===== src/rtl/swfc_pkg.sv =====
package swfc_pkg;
    typedef enum logic {
        ST_RUN    = 1'b0,
        ST_HALTED = 1'b1
    } fc_state_e;

    typedef struct packed {
        logic hit_xon;
        logic hit_xoff;
    } match_t;
endpackage


===== src/rtl/swfc_char_match.sv =====
module swfc_char_match
    import swfc_pkg::*;
#(
    parameter int DATA_W = 8
) (
    input  logic [DATA_W-1:0] rx_data,
    input  logic [DATA_W-1:0] xon_char,
    input  logic [DATA_W-1:0] xoff_char,
    input  logic              fc_en,
    output match_t            hits
);
    // Hits only count while flow control is enabled.
    always_comb begin
        hits.hit_xon  = fc_en && (rx_data == xon_char);
        hits.hit_xoff = fc_en && (rx_data == xoff_char);
    end
endmodule


===== src/rtl/swfc_resume_cfg.sv =====
module swfc_resume_cfg (
    input  logic clk,
    input  logic rst_n,
    input  logic enh_en,
    input  logic any_wr,
    input  logic any_wdata,
    output logic any_en
);
    always_ff @(posedge clk or negedge rst_n) begin
        if (!rst_n) begin
            any_en <= 1'b0;
        end else if (any_wr && enh_en) begin
            any_en <= any_wdata;
        end
    end


    gated_write_chk: assert property (@(posedge clk) disable iff (!rst_n)
        !enh_en |=> $stable(any_en));
endmodule


===== src/rtl/swfc_rx_gate.sv =====
module swfc_rx_gate
    import swfc_pkg::*;
#(
    parameter int DATA_W = 8
) (
    input  logic              clk,
    input  logic              rst_n,
    input  logic              rx_valid,
    input  logic [DATA_W-1:0] rx_data,
    input  match_t            hits,
    output logic              fifo_wr,
    output logic [DATA_W-1:0] fifo_wdata
);
    logic store_now;

    always_comb begin
        store_now = rx_valid && !(hits.hit_xon || hits.hit_xoff);
    end

    always_ff @(posedge clk or negedge rst_n) begin
        if (!rst_n) begin
            fifo_wr    <= 1'b0;
            fifo_wdata <= '0;
        end else begin
            fifo_wr <= store_now;
            if (store_now) begin
                fifo_wdata <= rx_data;
            end
        end
    end


    wr_needs_valid_chk: assert property (@(posedge clk) disable iff (!rst_n)
        fifo_wr |-> $past(rx_valid));
endmodule


===== src/rtl/swfc_fsm.sv =====
module swfc_fsm
    import swfc_pkg::*;
(
    input  logic   clk,
    input  logic   rst_n,
    input  logic   rx_valid,
    input  match_t hits,
    input  logic   fc_en,
    input  logic   any_en,
    output logic   tx_allow
);
    fc_state_e state_q, state_d;

    always_ff @(posedge clk or negedge rst_n) begin
        if (!rst_n) begin
            state_q <= ST_RUN;
        end else begin
            state_q <= state_d;
        end
    end

    always_comb begin
        state_d = state_q;
        unique case (state_q)
            ST_RUN: begin
                if (rx_valid && hits.hit_xoff) begin
                    state_d = ST_HALTED;
                end
            end
            ST_HALTED: begin
                if (!fc_en) begin
                    state_d = ST_RUN;
                end else if (rx_valid && !hits.hit_xoff) begin
                    if (hits.hit_xon || any_en) begin
                        state_d = ST_RUN;
                    end
                end
            end
            default: state_d = ST_RUN;
        endcase
    end

    always_comb begin
        tx_allow = (state_q == ST_RUN);
    end


    xoff_halts_chk: assert property (@(posedge clk) disable iff (!rst_n)
        (rx_valid && hits.hit_xoff) |=> !tx_allow);

    disabled_runs_chk: assert property (@(posedge clk) disable iff (!rst_n)
        !fc_en |=> tx_allow);

    xon_resumes_chk: assert property (@(posedge clk) disable iff (!rst_n)
        (rx_valid && hits.hit_xon && !hits.hit_xoff) |=> tx_allow);
endmodule


===== src/rtl/swfc_xon_any.sv =====
module swfc_xon_any
    import swfc_pkg::*;
(
    input  logic       clk,
    input  logic       rst_n,
    input  logic [7:0] rx_data,
    input  logic       rx_valid,
    input  logic [7:0] xon_char,
    input  logic [7:0] xoff_char,
    input  logic       fc_en,
    input  logic       enh_en,
    input  logic       any_wr,
    input  logic       any_wdata,
    input  logic       tx_req,
    output logic       tx_allow,
    output logic       tx_start,
    output logic       fifo_wr,
    output logic [7:0] fifo_wdata
);
    localparam int DATA_W = 8;

    match_t hits;
    logic   any_en;

    swfc_char_match #(.DATA_W(DATA_W)) u_match (
        .rx_data   (rx_data),
        .xon_char  (xon_char),
        .xoff_char (xoff_char),
        .fc_en     (fc_en),
        .hits      (hits)
    );

    swfc_resume_cfg u_cfg (
        .clk       (clk),
        .rst_n     (rst_n),
        .enh_en    (enh_en),
        .any_wr    (any_wr),
        .any_wdata (any_wdata),
        .any_en    (any_en)
    );

    swfc_fsm u_fsm (
        .clk      (clk),
        .rst_n    (rst_n),
        .rx_valid (rx_valid),
        .hits     (hits),
        .fc_en    (fc_en),
        .any_en   (any_en),
        .tx_allow (tx_allow)
    );

    swfc_rx_gate #(.DATA_W(DATA_W)) u_gate (
        .clk        (clk),
        .rst_n      (rst_n),
        .rx_valid   (rx_valid),
        .rx_data    (rx_data),
        .hits       (hits),
        .fifo_wr    (fifo_wr),
        .fifo_wdata (fifo_wdata)
    );

    always_comb begin
        tx_start = tx_req && tx_allow;
    end


    flow_char_filtered_chk: assert property (@(posedge clk) disable iff (!rst_n)
        (rx_valid && fc_en && ((rx_data == xon_char) || (rx_data == xoff_char)))
        |=> !fifo_wr);

    no_start_after_xoff_chk: assert property (@(posedge clk) disable iff (!rst_n)
        (rx_valid && fc_en && (rx_data == xoff_char)) |=> !tx_start);

    plain_char_stored_chk: assert property (@(posedge clk) disable iff (!rst_n)
        (rx_valid && !(fc_en && ((rx_data == xon_char) || (rx_data == xoff_char))))
        |=> (fifo_wr && fifo_wdata == $past(rx_data)));
endmodule


===== config.mk =====
export PLATFORM = sky130hd
export DESIGN_NAME = swfc_xon_any
export DESIGN_NICKNAME = d
export VERILOG_FILES = /design/src/rtl/swfc_pkg.sv /design/src/rtl/swfc_char_match.sv /design/src/rtl/swfc_resume_cfg.sv /design/src/rtl/swfc_rx_gate.sv /design/src/rtl/swfc_fsm.sv /design/src/rtl/swfc_xon_any.sv
export SDC_FILE = /design/constraint.sdc
export NUM_CORES = 1
export LEC_CHECK = 0
export ABC_AREA = 0
export BUFFER_PORTS_ARGS = -buffer_cell sky130_fd_sc_hd__buf_2
export CORE_UTILIZATION = 40
export CTS_BUF_LIST = sky130_fd_sc_hd__clkbuf_16
export DETAILED_ROUTE_END_ITERATION = 16
export HOLD_SLACK_MARGIN = 0.1
export PLACE_DENSITY = 0.76
export SYNTH_ARGS = -nofsm -noshare
export SYNTH_HDL_FRONTEND = slang
export SYNTH_SLANG_ARGS = --single-unit

===== constraint.sdc =====
create_clock -name clk -period 1.3 [get_ports clk]
set_input_delay 0.195 -clock clk [delete_from_list [all_inputs] [get_ports clk]]
set_output_delay 0.195 -clock clk [all_outputs]
set_load 0.05 [all_outputs]

==> metrics, run 1 <==
status=finished with violations; violated checks=negative setup slack; Pwr Density=1174 nW/um2; WL met2=1092 um; Net Sw Power=432.1 uW; GRT Util Overall=0.2087; Final Cycle Share=1.039; Residual DRC=0; Die H=42.76 um; CTS Buffer Depth=2; YS warnings=0; via count=615; Mean Syn Cell Area=12.54 um2; wire length on met1=699 um; Worst R2R Setup Slack=0.35 ns; dpl cell area=913.4 um2; Hold Path Cell Cnt=2; standard-cell rows=14; Clock Skew=0.0007437 ns; Yosys top cell area share=0.4143; Reg-to-Reg End=u_fsm.state_q$_DFF_PN0_; WP data required=1.42 ns; power share of the clock group=0.387; hold path endpoint=u_cfg.any_en$_DFFE_PN0P_; fin worst setup slack=-0.05117 ns; Fin. Hold Viols=0; FF+latch count, synth=11; First DRT Iteration DRCs=5; # fillers=93; TritonCTS clock tree=done; vias per cell=4.960; Congestion Overflow GR=0; Final setup viols=8; fin area=1214 um2; Setup WS pre-CTS=-0.5789 ns; cts bufs inserted=3; switching fraction of total power=0.3033; mapped cell area=664.4 um2; global-route wire length before repair=2677 um; critical path arrival=1.47 ns; # diodes=0; IO Count=43; reg2reg start=u_fsm.state_q$_DFF_PN0_; largest net degree at the start of global routing=12; Initial Util=0.4360; First-pass DRT Iterations=4; cells after synthesis=53; clk_lat worst skew=0.24 ns; vias in the first global route=620; PortBufs=42; die area=1828 um2; layout cells sized above 1=0.7037; unrepaired setup endpoints after global routing=yes; synth unique cells=15; critical path fanouts, max=5; Hold Path Origin=any_wdata; Inst Count DP=114; Worst VDD drop=0.0009927 V; gpl congestion=0.7256; Synth Net Count=85; met3 WL=95 um; DPL Wire Length=1241 um; Synth area leader=dfrtp_1; internal power=992.7 uW; htree depth=1; P&R area growth vs syn=82.67%; WL/cell=15.39 um; Hold Crit Class=in -> reg; Pins Over Slew Limit=0; sequential share of the synthesized area=0.4143; Clock transition at path regs=0.04 ns; clock sink count=11; Period minus WS final=1.351 ns; Comb pwr share=0.328; Die Wd=42.76 um; area of the core=1524 um2; Static Leak=0.0006152 uW; Final Non-Filler Cells=124; final wirelength=1908 um; synth top area cells=dfrtp_1, xnor2_1, mux2_4, mux2_2, nor3_2; crit path launch type=primary input; Root Driver=clkbuf_16; FF-to-FF path depth=2; max-cap violations=0; nets=141; Routed Antenna Nets=0; Worst slew margin=0.8279; worst slew pin tran=0.2582 ns; initial antenna violation count=0; Highest Signal Layer=met4; fmax=740.1 MHz; sequential share of power=0.286; crit path capture type=flip-flop; CP Class=in -> reg
cell usage in the layout (no fill, tap or decap):
| master | netlist | final |
|---|---|---|
| nor3_1 | 1 | 1 |
| nand3_2 | 0 | 1 |
| nor2b_1 | 1 | 1 |
| mux2_2 | 2 | 2 |
| nand3_1 | 2 | 1 |
| dlygate4sd3_1 | 0 | 1 |
| o21a_1 | 1 | 1 |
| buf_2 | 0 | 30 |
| nand4_1 | 2 | 2 |
| nor3_4 | 0 | 2 |
| dfrtp_1 | 11 | 11 |
| clkbuf_4 | 0 | 1 |
| buf_4 | 0 | 7 |
| xnor2_1 | 16 | 8 |
| nor3b_4 | 0 | 1 |
| nand2_1 | 3 | 3 |
| nand2b_1 | 1 | 1 |
| inv_1 | 1 | 2 |
| xnor2_4 | 0 | 1 |
| clkbuf_16 | 0 | 3 |
| xnor2_2 | 0 | 7 |
| mux2_4 | 8 | 8 |
| buf_6 | 1 | 13 |
how the worst max path moves through the flow:
stage,from,endpoint
6_report,rx_data[3],u_gate.fifo_wdata[4]$_DFFE_PN0P_
5_1_grt,rx_data[3],u_gate.fifo_wdata[4]$_DFFE_PN0P_
4_1_cts,rx_data[7],u_gate.fifo_wdata[5]$_DFFE_PN0P_
3_5_place_dp,rx_data[2],u_gate.fifo_wdata[1]$_DFFE_PN0P_
3_3_place_gp,rx_data[2],u_gate.fifo_wdata[7]$_DFFE_PN0P_
2_1_floorplan,u_fsm.state_q$_DFF_PN0_,tx_start
state kept, by name (all words and copies together) (netlist names):
register and flops:
u_fsm.state_q 1, u_gate.fifo_wdata 8, u_cfg.any_en 1, u_gate.fifo_wr 1
logic make-up (layout without fill, tap and decap cells):
group	count (synthesis)	after routing	synth area share
xor gates and xnor gates	16	16	0.2109
muxes	10	10	0.2147
and+or+nand+nor	13	13	0.1262
AOI/OAI and AO/OA	1	1	0.01130
buffers and inverters	2	57	0.02259
DFF	11	11	0.4143
cells in the mapped netlist (all sizes together):
| master | number |
|---|---|
| nand3 | 2 |
| buf | 1 |
| nor2b | 1 |
| nor3 | 3 |
| inv | 1 |
| nor3b | 1 |
| nand2 | 3 |
| nand2b | 1 |
| nand4 | 2 |
| dfrtp | 11 |
| xnor2 | 16 |
| o21a | 1 |
| mux2 | 10 |
cell type report:
cell class	instances	area [um2]	area share
multi-input cells	40	469.2	0.3866
flip-flops and latches	11	275.3	0.2268
clock inverters	1	3.754	0.003093
well taps	16	20.02	0.01649
repair buffers	52	366.6	0.3021
clock buffers	3	75.07	0.06186
inverters	1	3.754	0.003093
power groups by stage:
| stage | registers, uW | logic (uW) | clock network (uW) |
|---|---|---|---|
| 2_1_floorplan | 505 | 168 | 0 |
| 3_3_place_gp | 410 | 384 | 0 |
| 3_5_place_dp | 409 | 393 | 0 |
| 4_1_cts | 407 | 410 | 558 |
| 5_1_grt | 411 | 488 | 572 |
| 6_report | 407 | 467 | 551 |
metrics by stage:
stage / setup TNS [ns] / power (uW) / hold WS, ns / utilization
2_1_floorplan: 0 / 672.9 / -0.1006 / -
3_3_place_gp: -4.500 / 794.4 / 0.07191 / 0.5993
3_5_place_dp: -4.898 / 802.7 / 0.07704 / 0.5993
4_1_cts: 0 / 1375 / 0.1930 / 0.6979
5_1_grt: -0.6918 / 1471 / 0.1951 / 0.7964
6_report: -0.3551 / 1425 / 0.1912 / 0.7964
metal layers:
| metal | up-vias | track usage |
|---|---|---|
| met1 | 298 | 0.1968 |
| met3 | 2 | 0.06383 |
| met5 | - | 0 |
| met2 | 26 | 0.4000 |
| li1 | 289 | - |
| met4 | 0 | 0.09375 |
worst max-delay path, stage by stage:
cell	delay [ns]
buf_6	0.10
xnor2_2	0.17
nand4_1	0.19
nor3_4	0.29
nor3b_4	0.09
buf_6	0.14
mux2_4	0.29
timing repair:
item / 4_1_cts / 5_1_grt
hold endpoints to repair: 11 / 0
hold buffers: 1 / 0
pin swaps: 7 / 10
setup buffers: 5 / 0
endpoints found under the setup margin: 9 / 9
gates resized for setup: 4 / 32
Power figures use the tool's default switching activity.
==> inputs of run 2 (changes only) <==
--- a/config.mk
+++ b/config.mk
@@ -7,11 +7,13 @@
 export LEC_CHECK = 0
 export ABC_AREA = 0
 export BUFFER_PORTS_ARGS = -buffer_cell sky130_fd_sc_hd__buf_2
-export CORE_UTILIZATION = 40
+export CELL_PAD_IN_SITES_DETAIL_PLACEMENT = 0
+export CELL_PAD_IN_SITES_GLOBAL_PLACEMENT = 2
+export CORE_UTILIZATION = 23
 export CTS_BUF_LIST = sky130_fd_sc_hd__clkbuf_16
 export DETAILED_ROUTE_END_ITERATION = 16
 export HOLD_SLACK_MARGIN = 0.1
-export PLACE_DENSITY = 0.76
+export PLACE_DENSITY_LB_ADDON = 0.1
 export SYNTH_ARGS = -nofsm -noshare
 export SYNTH_HDL_FRONTEND = slang
 export SYNTH_SLANG_ARGS = --single-unit
==> constraint.sdc (replaced) <==
create_clock -name clk -period 1.25 [get_ports clk]
set_input_delay 0.1875 -clock clk [delete_from_list [all_inputs] [get_ports clk]]
set_output_delay 0.1875 -clock clk [all_outputs]
set_load 0.05 [all_outputs]
==> run 2 against run 1 <==
The flow now finishes without violations; final cell count up 11%; non-clock buffer count shrank 1; sequential share of layout area fell by 0.44 points; worst setup slack improved by 0.067 ns; first-iteration DRC count fell by 100%; worst hold slack got worse by 0.011 ns; via count is 4.7% lower; total power is 4.8% higher; combinational power up 4.9%; sequential cell count stayed put; clock-buffer cell count stayed put; design area rose by 2.0%; largest power group unchanged; highest routed layer unchanged.
==> metrics, run 2 (same netlist as run 1, synthesis figures left out) <==
gpl congestion=0.7068; area of the core=2758 um2; Final Cycle Share=0.9874; worst-path cell chain=buf_4 -> xnor2_2 -> nand4_1 -> nor3_4 -> nor3b_4 -> buf_12 -> mux2_4; Residual DRC=0; critical path arrival=1.36 ns; die area=3108 um2; Die Wd=55.75 um; clock sink count=11; Die H=55.75 um; P&R area growth vs syn=86.25%; crit path launch type=primary input; standard-cell rows=19; cts bufs inserted=3; largest stage delay on the critical path=0.30 ns; unrepaired setup endpoints after global routing=yes; Final setup viols=0; global-route wire length before repair=2635 um; CTS Buffer Depth=2; Initial Util=0.2409; Hold Path Cell Cnt=2; WL/cell=11.92 um; # diodes=0; Pins Over Slew Limit=0; Pwr Density=1207 nW/um2; PortBufs=42; worst slew pin tran=0.2579 ns; CP max stage cell=mux2_4; dpl cell area=949.7 um2; Reg-to-Reg End=u_fsm.state_q$_DFF_PN0_; Fin. Hold Viols=0; vias in the first global route=578; vias per cell=4.246; htree depth=1; layout cells sized above 1=0.7570; critical path fanouts, max=9; FF-to-FF path depth=2; commonest non-fill, non-tap cell in the layout=buf_2; Hold Crit Class=in -> reg; # fillers=268; max FFs per register=8; DPL Wire Length=1258 um; Static Leak=0.0006251 uW; hold path endpoint=u_cfg.any_en$_DFFE_PN0P_; clk_lat worst skew=0.24 ns; GRT Util Overall=0.1164; delay-heaviest family, CP=simple AND/OR/NAND/NOR gates; max-cap violations=0; Largest Register=u_gate.fifo_wdata; final wirelength=1645 um; Inst Count DP=131; Buf/Inv on CP=2; via count=586; Hold Path Origin=any_wdata; Clock transition at path regs=0.04 ns; First DRT Iteration DRCs=0; TritonCTS clock tree=done; nets=140; total power draw=1494 uW; Worst slew margin=0.8281; Worst R2R Setup Slack=0.29 ns; crit path capture type=flip-flop; Clock Skew=0.0002417 ns; IO Count=43; status=complete, no violations; reg2reg start=u_fsm.state_q$_DFF_PN0_; Routed Antenna Nets=0; Final Non-Filler Cells=138; CP Class=in -> reg; First-pass DRT Iterations=1; Worst VDD drop=0.0007822 V; Root Driver=clkbuf_16; largest net degree at the start of global routing=12; Congestion Overflow GR=0; initial antenna violation count=0; leading cell types in the layout, fill and taps excluded=buf_2, xnor2_2, dfrtp_1; Period minus WS final=1.234 ns; fin area=1237 um2; fmax=810.2 MHz; WP data required=1.37 ns
## run 2: worst register-to-register path, cell delays in order, from the launching register on
cell     delay [ns]
dfrtp_1        0.41
mux2_2         0.28
o21a_1         0.16
## run 2: through the flow
stage,hold WS (ns),utilization,worst slack [ns],setup TNS (ns)
6_report,0.1798,0.4487,0.01573,0
5_1_grt,0.1835,0.4487,-0.02030,-0.1096
4_1_cts,0.1803,0.4279,-0.008001,-0.008001
3_5_place_dp,0.07964,0.3444,-0.7050,-6.056
3_3_place_gp,0.07502,0.3444,-0.6635,-5.756
2_1_floorplan,-0.1081,-,0.01873,0
## run 2: worst max path at each step
stage | start | end | slack [ns] | cells past startpoint
3_3_place_gp | rx_data[2] | u_gate.fifo_wdata[7]$_DFFE_PN0P_ | -0.66 | 6
6_report | rx_data[4] | u_gate.fifo_wdata[0]$_DFFE_PN0P_ | 0.02 | 7
5_1_grt | rx_data[1] | u_gate.fifo_wdata[7]$_DFFE_PN0P_ | -0.02 | 7
2_1_floorplan | rx_data[7] | u_gate.fifo_wdata[0]$_DFFE_PN0P_ | 0.02 | 6
3_5_place_dp | rx_data[2] | u_gate.fifo_wdata[7]$_DFFE_PN0P_ | -0.71 | 6
4_1_cts | rx_data[1] | u_gate.fifo_wdata[7]$_DFFE_PN0P_ | -0.008 | 7
## run 2: timing repair
action                                  4_1_cts  5_1_grt
pin swaps                                    10        7
buffers inserted                              1        2
hold buffers                                  1        0
endpoints found under the hold margin        11        0
resized for setup                            20        9
cloned                                        0        0
endpoints found under the setup margin        9        9
## run 2: final cells by class
cell class / instances / area [um2] / area share
flip-flops and latches: 11 / 275.3 / 0.2224
repair buffers: 51 / 334.1 / 0.2700
inverters: 1 / 3.754 / 0.003033
multi-input cells: 40 / 506.7 / 0.4095
well taps: 31 / 38.79 / 0.03134
clock inverters: 1 / 3.754 / 0.003033
clock buffers: 3 / 75.07 / 0.06067
## run 2: routing by layer
layer | GRT usage | vias to the layer above | share of wire
met1 | 0.1424 | 267 | 0.44
met2 | 0.1652 | 25 | 0.44
met5 | 0 | - | 0
li1 | - | 290 | -
met4 | 0.07500 | 0 | 0.024
met3 | 0.05116 | 4 | 0.090
## run 2: power breakdown
| part | total (uW) | internal [uW] | leakage [uW] | switching, uW |
|---|---|---|---|---|
| sequential | 423 | 398 | 0.000131 | 25.1 |
| combinational | 490 | 221 | 0.000452 | 270 |
| clock | 581 | 420 | 0.0000423 | 161 |
==> inputs of run 3 (changes only) <==
--- a/config.mk
+++ b/config.mk
@@ -16,4 +16,5 @@
 export PLACE_DENSITY_LB_ADDON = 0.1
 export SYNTH_ARGS = -nofsm -noshare
 export SYNTH_HDL_FRONTEND = slang
+export SYNTH_HIERARCHICAL = 1
 export SYNTH_SLANG_ARGS = --single-unit
==> run 3 against run 2 <==
The run now ends with negative setup slack left; synthesized cell count unchanged; non-clock buffer count rose by 3; die area decreased by 0.36%; largest cell class unchanged; highest routed layer unchanged.
==> metrics, run 3 <==
status=finished with violations; violated checks=negative setup slack; Async S/R FF share, synth=1.000; WP data required=1.37 ns; FF+latch count, synth=11; Critical Path End=u_gate/fifo_wdata[0]$_DFFE_PN0P_; critical path arrival=1.39 ns; Mean Syn Cell Area=12.49 um2; YS warnings=6; Buf/Inv on CP=2; WP depth=7; Die Wd=55.65 um; most frequent cell after synthesis=xnor2_1; # diodes=0; cell mode on critical path=buf_6; max-cap violations=0; Die H=55.65 um; cells after synthesis=53; Reg-to-Reg End=u_fsm/state_q$_DFF_PN0_; area of the core=2734 um2; Residual DRC=0; Yosys top cell area share=0.4159; initial antenna violation count=0; Largest Register=u_gate/fifo_wdata; largest stage delay on the critical path=0.29 ns; CP Class=in -> reg; Final Cycle Share=1.020; Hold Path Cell Cnt=2; # fillers=262; max FFs per register=8; Worst slew margin=0.8174; Routed Antenna Nets=0; Root Driver=clkbuf_16; crit path capture type=flip-flop; Initial Util=0.2421; vias per cell=4.340; crit path launch type=primary input; launch point of the worst path=xoff_char[4]; Worst R2R Setup Slack=0.37 ns; IO Count=43; synth top area cells=dfrtp_1, xnor2_1, mux2_4, nor3_2, nand4_1; standard-cell rows=19; Static Leak=0.0006510 uW; layout cells sized above 1=0.7818; Period minus WS final=1.275 ns; Inst Count DP=131; Pins Over Slew Limit=0; commonest non-fill, non-tap cell in the layout=buf_2; FF-to-FF path depth=3; WL/cell=12.55 um; CTS Buffer Depth=2; Reg area=275.3 um2; PortBufs=42; Post-synth EDFFs=0; Pwr Density=1119 nW/um2; DPL Wire Length=1269 um; Post-synth top cells=xnor2_1, dfrtp_1, mux2_4; unrepaired setup endpoints after global routing=yes; Final Non-Filler Cells=141; WHS=0.1833 ns; First DRT Iteration DRCs=3; Final setup viols=8; leading cell types in the layout, fill and taps excluded=buf_2, xnor2_2, dfrtp_1; fin worst setup slack=-0.02510 ns; Synth Net Count=85; Hold Crit Class=in -> reg; TritonCTS clock tree=done; critical path fanouts, max=5; gpl congestion=0.6638; sequential share of the synthesized area=0.4159; synth unique cells=15; final wirelength=1770 um; Top FF cell, synth=dfrtp_1; die area=3096 um2; clk_lat worst skew=0.23 ns; delay-heaviest family, CP=simple AND/OR/NAND/NOR gates; largest net degree at the start of global routing=12; worst-path cell chain=buf_6 -> xnor2_2 -> nand4_1 -> nor3_4 -> nor3b_4 -> buf_6 -> mux2_4; CP max stage cell=mux2_4; vias in the first global route=643; htree depth=1; Clock transition at path regs=0.04 ns; Congestion Overflow GR=0; clock sink count=11; nets=143; footprint of the multi-input gates=504.2 um2; GRT Util Overall=0.1222; Clock Skew=0.0002411 ns; mapped cell area=661.9 um2; Worst VDD drop=0.0008451 V; via count=612; Synth area leader=dfrtp_1; global-route wire length before repair=2849 um; cts bufs inserted=3; P&R area growth vs syn=91.87%; reg2reg start=u_fsm/state_q$_DFF_PN0_; fmax=784.3 MHz; worst slew pin tran=0.2738 ns; Fin. Hold Viols=0; First-pass DRT Iterations=3
[run 3: cells by family (layout without fill, tap and decap cells)]
| group | after synthesis | in the layout | synth area share |
|---|---|---|---|
| mux | 10 | 10 | 0.2193 |
| flops | 11 | 11 | 0.4159 |
| xor+xnor | 16 | 16 | 0.2117 |
| buf+inv | 2 | 59 | 0.02268 |
| simple gates | 12 | 12 | 0.1153 |
| compound gates | 2 | 2 | 0.01511 |
[run 3: worst min path at each step]
stage,startpoint,to,slack (ns)
6_report,any_wdata,u_cfg/any_en$_DFFE_PN0P_,0.18
5_1_grt,any_wdata,u_cfg/any_en$_DFFE_PN0P_,0.18
4_1_cts,any_wdata,u_cfg/any_en$_DFFE_PN0P_,0.18
3_5_place_dp,rst_n,u_gate/fifo_wdata[2]$_DFFE_PN0P_,0.09
3_3_place_gp,rst_n,u_gate/fifo_wdata[2]$_DFFE_PN0P_,0.08
2_1_floorplan,rst_n,u_cfg/any_en$_DFFE_PN0P_,-0.11
[run 3: layout make-up]
type | count | share of cell area
multi-input combinational | 40 | 0.3970
timing repair buffer | 54 | 0.2877
sequential | 11 | 0.2167
clock buffer | 3 | 0.05911
tap | 31 | 0.03054
inverter | 1 | 0.005911
clock inverter | 1 | 0.002956
[run 3: report_power, final]
part	total [uW]	switching, uW	internal (uW)	leakage (uW)
combinational	439	232	207	0.000478
sequential	408	17.1	391	0.000131
clock	573	154	420	0.0000423
[run 3: routing by layer]
metal  part of all wire  track usage
met5                  0            0
met4             0.0073      0.03214
met3              0.060      0.04651
met2               0.49       0.1997
met1               0.45       0.1511
[run 3: stage by stage]
step / power [uW] / TNS, ns / setup slack [ns] / instance area, um2 / util
detailed placement: 777.6 / -6.092 / -0.6977 / 964.7 / 0.3529
floorplan: 648.0 / 0 / 0.008004 / 681.9 / -
global route: 1491 / -0.6379 / -0.08755 / 1270 / 0.4645
CTS: 1422 / -0.1114 / -0.02140 / 1187 / 0.4343
global placement: 778.4 / -5.882 / -0.6788 / 964.7 / 0.3529
finish: 1421 / -0.1623 / -0.02510 / 1270 / 0.4645
[run 3: repair_timing]
| item | CTS | global route |
|---|---|---|
| resized for setup | 18 | 19 |
| pin swaps | 10 | 13 |
| buffers inserted | 5 | 1 |
| hold buffers | 1 | 0 |
| endpoints found under the setup margin | 10 | 10 |
| endpoints found under the hold margin | 11 | 0 |
